<file path="src/rtl/burst_rd_term_pkg.sv">
package burst_rd_term_pkg;

  typedef enum logic [1:0] {
    ST_IDLE,
    ST_ACTIVE,
    ST_DRAIN
  } term_state_e;

  typedef enum logic [2:0] {
    ACT_RUN,
    ACT_ABORT,
    ACT_SINGLE,
    ACT_TIMEOUT,
    ACT_EMPTY,
    ACT_STALL
  } term_act_e;

endpackage

</file>
<file path="src/rtl/rd_inflight_ctr.sv">
module rd_inflight_ctr #(
  parameter int CNT_W = 5
) (
  input  logic             clk_i,
  input  logic             rst_ni,
  input  logic             inc_i,
  input  logic             dec_i,
  output logic [CNT_W-1:0] cnt_o,
  output logic             zero_o
);

  logic [CNT_W-1:0] cnt_q;

  always_ff @(posedge clk_i or negedge rst_ni) begin
    if (!rst_ni) begin
      cnt_q <= '0;
    end else begin
      unique case ({inc_i, dec_i})
        2'b10:   cnt_q <= cnt_q + CNT_W'(1);
        2'b01:   cnt_q <= cnt_q - CNT_W'(1);
        default: cnt_q <= cnt_q;
      endcase
    end
  end

  assign cnt_o  = cnt_q;
  assign zero_o = (cnt_q == '0);

endmodule

</file>
<file path="src/rtl/rd_idle_timer.sv">
module rd_idle_timer #(
  parameter int LIMIT = 8,
  parameter int W     = 4
) (
  input  logic         clk_i,
  input  logic         rst_ni,
  input  logic         run_i,
  input  logic         phase_i,
  output logic [W-1:0] cnt_o,
  output logic         expired_o
);

  localparam logic [W-1:0] LimVal = W'(LIMIT);

  logic [W-1:0] cnt_q;

  always_ff @(posedge clk_i or negedge rst_ni) begin
    if (!rst_ni) begin
      cnt_q <= '0;
    end else if (!run_i || phase_i) begin
      cnt_q <= '0;
    end else if (cnt_q != LimVal) begin
      cnt_q <= cnt_q + W'(1);
    end
  end

  assign cnt_o     = cnt_q;
  assign expired_o = (cnt_q == LimVal);

endmodule

</file>
<file path="src/rtl/rd_term_arb.sv">
module rd_term_arb
  import burst_rd_term_pkg::*;
(
  input  logic      active_i,
  input  logic      write_i,
  input  logic      abort_req_i,
  input  logic      single_i,
  input  logic      phase_i,
  input  logic      empty_i,
  input  logic      inflight_zero_i,
  input  logic      expired_i,
  output term_act_e act_o
);

  // fixed priority: abort, single phase, timeout, empty completion
  always_comb begin
    act_o = ACT_RUN;
    if (active_i) begin
      if (abort_req_i && !write_i) begin
        act_o = ACT_ABORT;
      end else if (single_i && phase_i) begin
        act_o = ACT_SINGLE;
      end else if (empty_i && !inflight_zero_i && expired_i) begin
        act_o = ACT_TIMEOUT;
      end else if (empty_i && inflight_zero_i) begin
        act_o = ACT_EMPTY;
      end else if (empty_i) begin
        act_o = ACT_STALL;
      end
    end
  end

endmodule

</file>
<file path="src/rtl/burst_rd_term.sv">
module burst_rd_term
  import burst_rd_term_pkg::*;
#(
  parameter int MAX_INFLIGHT = 16,
  parameter int IDLE_LIMIT   = 8
) (
  input  logic clk_i,
  input  logic rst_ni,
  input  logic rd_start_i,
  input  logic txn_write_i,
  input  logic buf_empty_i,
  input  logic req_issue_i,
  input  logic data_ret_i,
  input  logic phase_done_i,
  input  logic boundary_i,
  input  logic wrap_i,
  input  logic abort_req_i,
  output logic wait_o,
  output logic disconnect_o,
  output logic abort_o,
  output logic discard_o,
  output logic buf_avail_o
);

  localparam int CNT_W  = $clog2(MAX_INFLIGHT + 1);
  localparam int IDLE_W = $clog2(IDLE_LIMIT + 1);

  term_state_e      state_q, state_d;
  term_act_e        act;
  logic [CNT_W-1:0] inflight_q;
  logic [IDLE_W-1:0] idle_cnt;
  logic             inflight_zero;
  logic             idle_expired;
  logic             active;

  assign active = (state_q == ST_ACTIVE);

  rd_inflight_ctr #(
    .CNT_W (CNT_W)
  ) i_inflight (
    .clk_i  (clk_i),
    .rst_ni (rst_ni),
    .inc_i  (req_issue_i),
    .dec_i  (data_ret_i),
    .cnt_o  (inflight_q),
    .zero_o (inflight_zero)
  );

  rd_idle_timer #(
    .LIMIT (IDLE_LIMIT),
    .W     (IDLE_W)
  ) i_idle (
    .clk_i     (clk_i),
    .rst_ni    (rst_ni),
    .run_i     (active),
    .phase_i   (phase_done_i),
    .cnt_o     (idle_cnt),
    .expired_o (idle_expired)
  );

  rd_term_arb i_arb (
    .active_i        (active),
    .write_i         (txn_write_i),
    .abort_req_i     (abort_req_i),
    .single_i        (boundary_i | wrap_i),
    .phase_i         (phase_done_i),
    .empty_i         (buf_empty_i),
    .inflight_zero_i (inflight_zero),
    .expired_i       (idle_expired),
    .act_o           (act)
  );

  always_comb begin
    state_d = state_q;
    unique case (state_q)
      ST_IDLE:   if (rd_start_i) state_d = ST_ACTIVE;
      ST_ACTIVE: begin
        unique case (act)
          ACT_ABORT, ACT_SINGLE, ACT_TIMEOUT: state_d = ST_DRAIN;
          ACT_EMPTY:                          state_d = ST_IDLE;
          default:                            state_d = ST_ACTIVE;
        endcase
      end
      ST_DRAIN:  if (inflight_zero) state_d = ST_IDLE;
      default:   state_d = ST_IDLE;
    endcase
  end

  always_ff @(posedge clk_i or negedge rst_ni) begin
    if (!rst_ni) state_q <= ST_IDLE;
    else         state_q <= state_d;
  end

  assign wait_o       = (act == ACT_STALL);
  assign abort_o      = (act == ACT_ABORT);
  assign disconnect_o = (act == ACT_SINGLE) || (act == ACT_TIMEOUT) || (act == ACT_EMPTY);
  assign discard_o    = (state_q == ST_DRAIN) && data_ret_i;
  assign buf_avail_o  = (state_q == ST_IDLE);

  logic unused_idle;
  assign unused_idle = ^idle_cnt;

endmodule

</file>
<file path="config.mk">
export PLATFORM = sky130hd
export DESIGN_NAME = burst_rd_term
export DESIGN_NICKNAME = d
export VERILOG_FILES = /design/src/rtl/burst_rd_term_pkg.sv /design/src/rtl/rd_inflight_ctr.sv /design/src/rtl/rd_idle_timer.sv /design/src/rtl/rd_term_arb.sv /design/src/rtl/burst_rd_term.sv
export SDC_FILE = /design/constraint.sdc
export NUM_CORES = 1
export LEC_CHECK = 0
export BUFFER_PORTS_ARGS = -buffer_cell sky130_fd_sc_hd__buf_2
export CORE_UTILIZATION = 30
export DETAILED_ROUTE_END_ITERATION = 12
export HOLD_SLACK_MARGIN = 0.02
export PLACE_DENSITY_LB_ADDON = 0.15
export SKIP_LAST_GASP = 1
export SLEW_MARGIN = 10
export SYNTH_ARGS = -nofsm -noshare
export SYNTH_HDL_FRONTEND = slang
export SYNTH_SLANG_ARGS = --single-unit
</file>
<file path="constraint.sdc">
create_clock -name clk_i -period 1.6 [get_ports clk_i]
set_input_delay 0.4 -clock clk_i [delete_from_list [all_inputs] [get_ports clk_i]]
set_output_delay 0.4 -clock clk_i [all_outputs]
set_load 0.01 [all_outputs]
</file>
==> results.sh <==
export IMPL_status="finished, violations left"
export IMPL_violations="setup timing"
export IMPL_antenna_found_initial=0
export IMPL_tightest_slew_ns=0.261
export IMPL_grt_first_pass_wirelength_um=3060
export IMPL_pwr_density_cell_nw_per_um2=1310
export IMPL_path_class="register to primary output"
export IMPL_synth_edf_count=0
export IMPL_final_common_cell="buf_4"
export IMPL_clk_pin_slew_worst_paths_ns=0.06
export IMPL_synthDistinctLibCells=34
export IMPL_required_ns=1.20
export IMPL_cts_tree="done"
export IMPL_dr_pass1_iters=4
export IMPL_drive_gt1_share_pct=44.8
export IMPL_ys_ff_latch=11
export IMPL_yosysSeqAreaShare_pct=36.7
export IMPL_rsz0062_at_grt="yes"
export IMPL_io_buffers=15
export IMPL_cp_startpoint="i_inflight.cnt_o[4]"
export IMPL_final_setup_viol_count=3
export IMPL_finalClockSkew_ns=0.00128
export IMPL_syn_area_um2=751
export IMPL_cts_made_buffers=3
export IMPL_fp_row_count=17
export IMPL_fp_coreArea_um2=2280
export IMPL_routabilityCongestion=0.841
export IMPL_synth_nets=99
export IMPL_arrival_ns=1.65
export IMPL_grt_overflow_total=0
export IMPL_clkLatencyLatePin_ns=0.26
export IMPL_synth_top_area_share_pct=36.7
export IMPL_initial_utilization_pct=33.0
export IMPL_cp_start_kind="register"
export IMPL_viasPerCell=4.69
export IMPL_clkSinkCount=11
export IMPL_hpwl_um=1390
export IMPL_synthFlopType="dfrtp_1"
export IMPL_max_cap_viol_count=0
export IMPL_vias=718
export IMPL_final_nets=144
export IMPL_final_cell_mix="buf_4, buf_2, dfrtp_1"
export IMPL_holdCritStartpoint="rd_start_i"
export IMPL_yosysTopAreaCell="dfrtp_1"
export IMPL_antenna_cells=0
export IMPL_fin_crit_ns=2.05
export IMPL_dieArea_um2=2710
export IMPL_track_usage_pct=15.5
export IMPL_antenna_left=0
export IMPL_drt_iter0_markers=11
export IMPL_synth_area_top_cells="dfrtp_1, ha_1, nand2b_1"
export IMPL_clockBufferDepth=2
export IMPL_syn_avg_cell_area_um2=9.27
export IMPL_grt_pass1_vias=745
export IMPL_drt_wl_total_um=1660
export IMPL_fin_ws_ns=-0.448
export IMPL_finalPower_uw=1470
export IMPL_drc=0
export IMPL_cp_end_kind="primary output"
export IMPL_ys_warnings_count=0
export IMPL_hold_violations=0
export IMPL_max_slew_margin_pct=82.4
export IMPL_whs_ns=0.378
export IMPL_boundaryPins=16
export IMPL_syn2layout_area_growth_pct=49.5
export IMPL_cts_root_buf="clkbuf_4"
export IMPL_die_y_um=52.0
export IMPL_async_reset_ff_share_pct=100
export IMPL_r2r_start="i_inflight.cnt_o[2]"
export IMPL_synthCells=81
export IMPL_peakVddDrop_v=0.000692
export IMPL_fin_crit_sh_pct=128
export IMPL_die_x_um=52.0
export IMPL_post_drt_wl_per_cell_um=10.8
export IMPL_fmaxAchievable_mhz=488
export IMPL_grt_max_degree=12
export IMPL_p_leak_uw=0.000542
export IMPL_place_area_um2=1070
export IMPL_slew_violations=0
export IMPL_cts_max_level=1
export IMPL_hold_path_class="input port to register"
export IMPL_fin_area_um2=1120
export IMPL_crit_fanout=3
-- state kept, by name, indices dropped and copies added (netlist names) --
name              count
i_idle.cnt_o          4
i_inflight.cnt_o      5
state_q               2
-- power breakdown --
part	switching, uW	leakage, uW	internal (uW)
Clock	85.5	0.0000150	96.3
Combinational	374	0.000385	478
Sequential	61.5	0.000141	374
Total	521	0.000542	948
-- worst paths after layout --
path                                       endpoint  slack, ns  depth (start not counted)
worst min register to register  i_inflight.cnt_o[0]       0.56                          2
worst max-delay path                         wait_o      -0.45                          5
min in group asynchronous           i_idle.cnt_o[2]       0.55                          2
worst max register to register  i_inflight.cnt_o[4]      -0.08                          6
max in group asynchronous       i_inflight.cnt_o[2]       0.84                          2
worst min-delay path                     state_q[0]       0.38                          2
-- through the flow --
stage	util, %	setup WS (ns)	instances	TNS, ns
after floorplan	-	-0.115	81	-0.318
after global placement	47.1	-0.250	147	-0.789
after detailed placement	47.1	-0.276	147	-0.813
after CTS	49.3	-0.465	154	-1.10
after global routing	49.3	-0.532	153	-1.22
final	49.3	-0.448	153	-0.968
-- critical path, cell delays in order, from the launching register on --
cell and delay [ns]:
dfrtp_1 0.39, or4_1 0.52, nor2_2 0.15, nor2_1 0.06, and3_1 0.14, buf_2 0.13
-- cells in the mapped netlist, drive strengths merged (3+ instances only) --
cell	instances
dfrtp	11
ha	6
inv	8
nand2	4
nand2b	5
nor2	9
o21ai	6
xnor2	3
xor2	3
-- area by class of cell --
type / instances / area (um2)
well taps: 28 / 35.0
inverters: 8 / 30.0
repair buffers: 41 / 273
clock buffers: 4 / 26.3
fillers: 230 / 1150
flip-flops and latches: 11 / 275
multi-input cells: 61 / 483
-- layer usage --
layer / track usage (%) / vias up / share of wire (%)
met1: 18.7 / 324 / 50
li1: - / 373 / -
met4: 5.41 / 0 / 0.48
met2: 25.2 / 19 / 44
met5: 0 / - / 0
met3: 5.56 / 2 / 4.7
-- cell families after synthesis --
kind of cell	after synthesis	synth area share, %
multiplexers	1	1.33
XOR/XNOR	6	7.00
adder cells (fa/ha/maj)	7	12.7
AO/OA/AOI/OAI	16	14.5
flip-flops	11	36.7
AND/OR/NAND/NOR	31	23.3
buffers and inverters	9	4.50
-- what timing repair did --
action | CTS | global route
buffers inserted | 2 | 2
cloned | 0 | 0
setup endpoints to repair | 3 | 6
hold buffers | 1 | 0
hold endpoints to repair | 11 | 0
resized for setup | 0 | 1
pin swaps | 3 | 4
(Power assumes the default switching activity.)
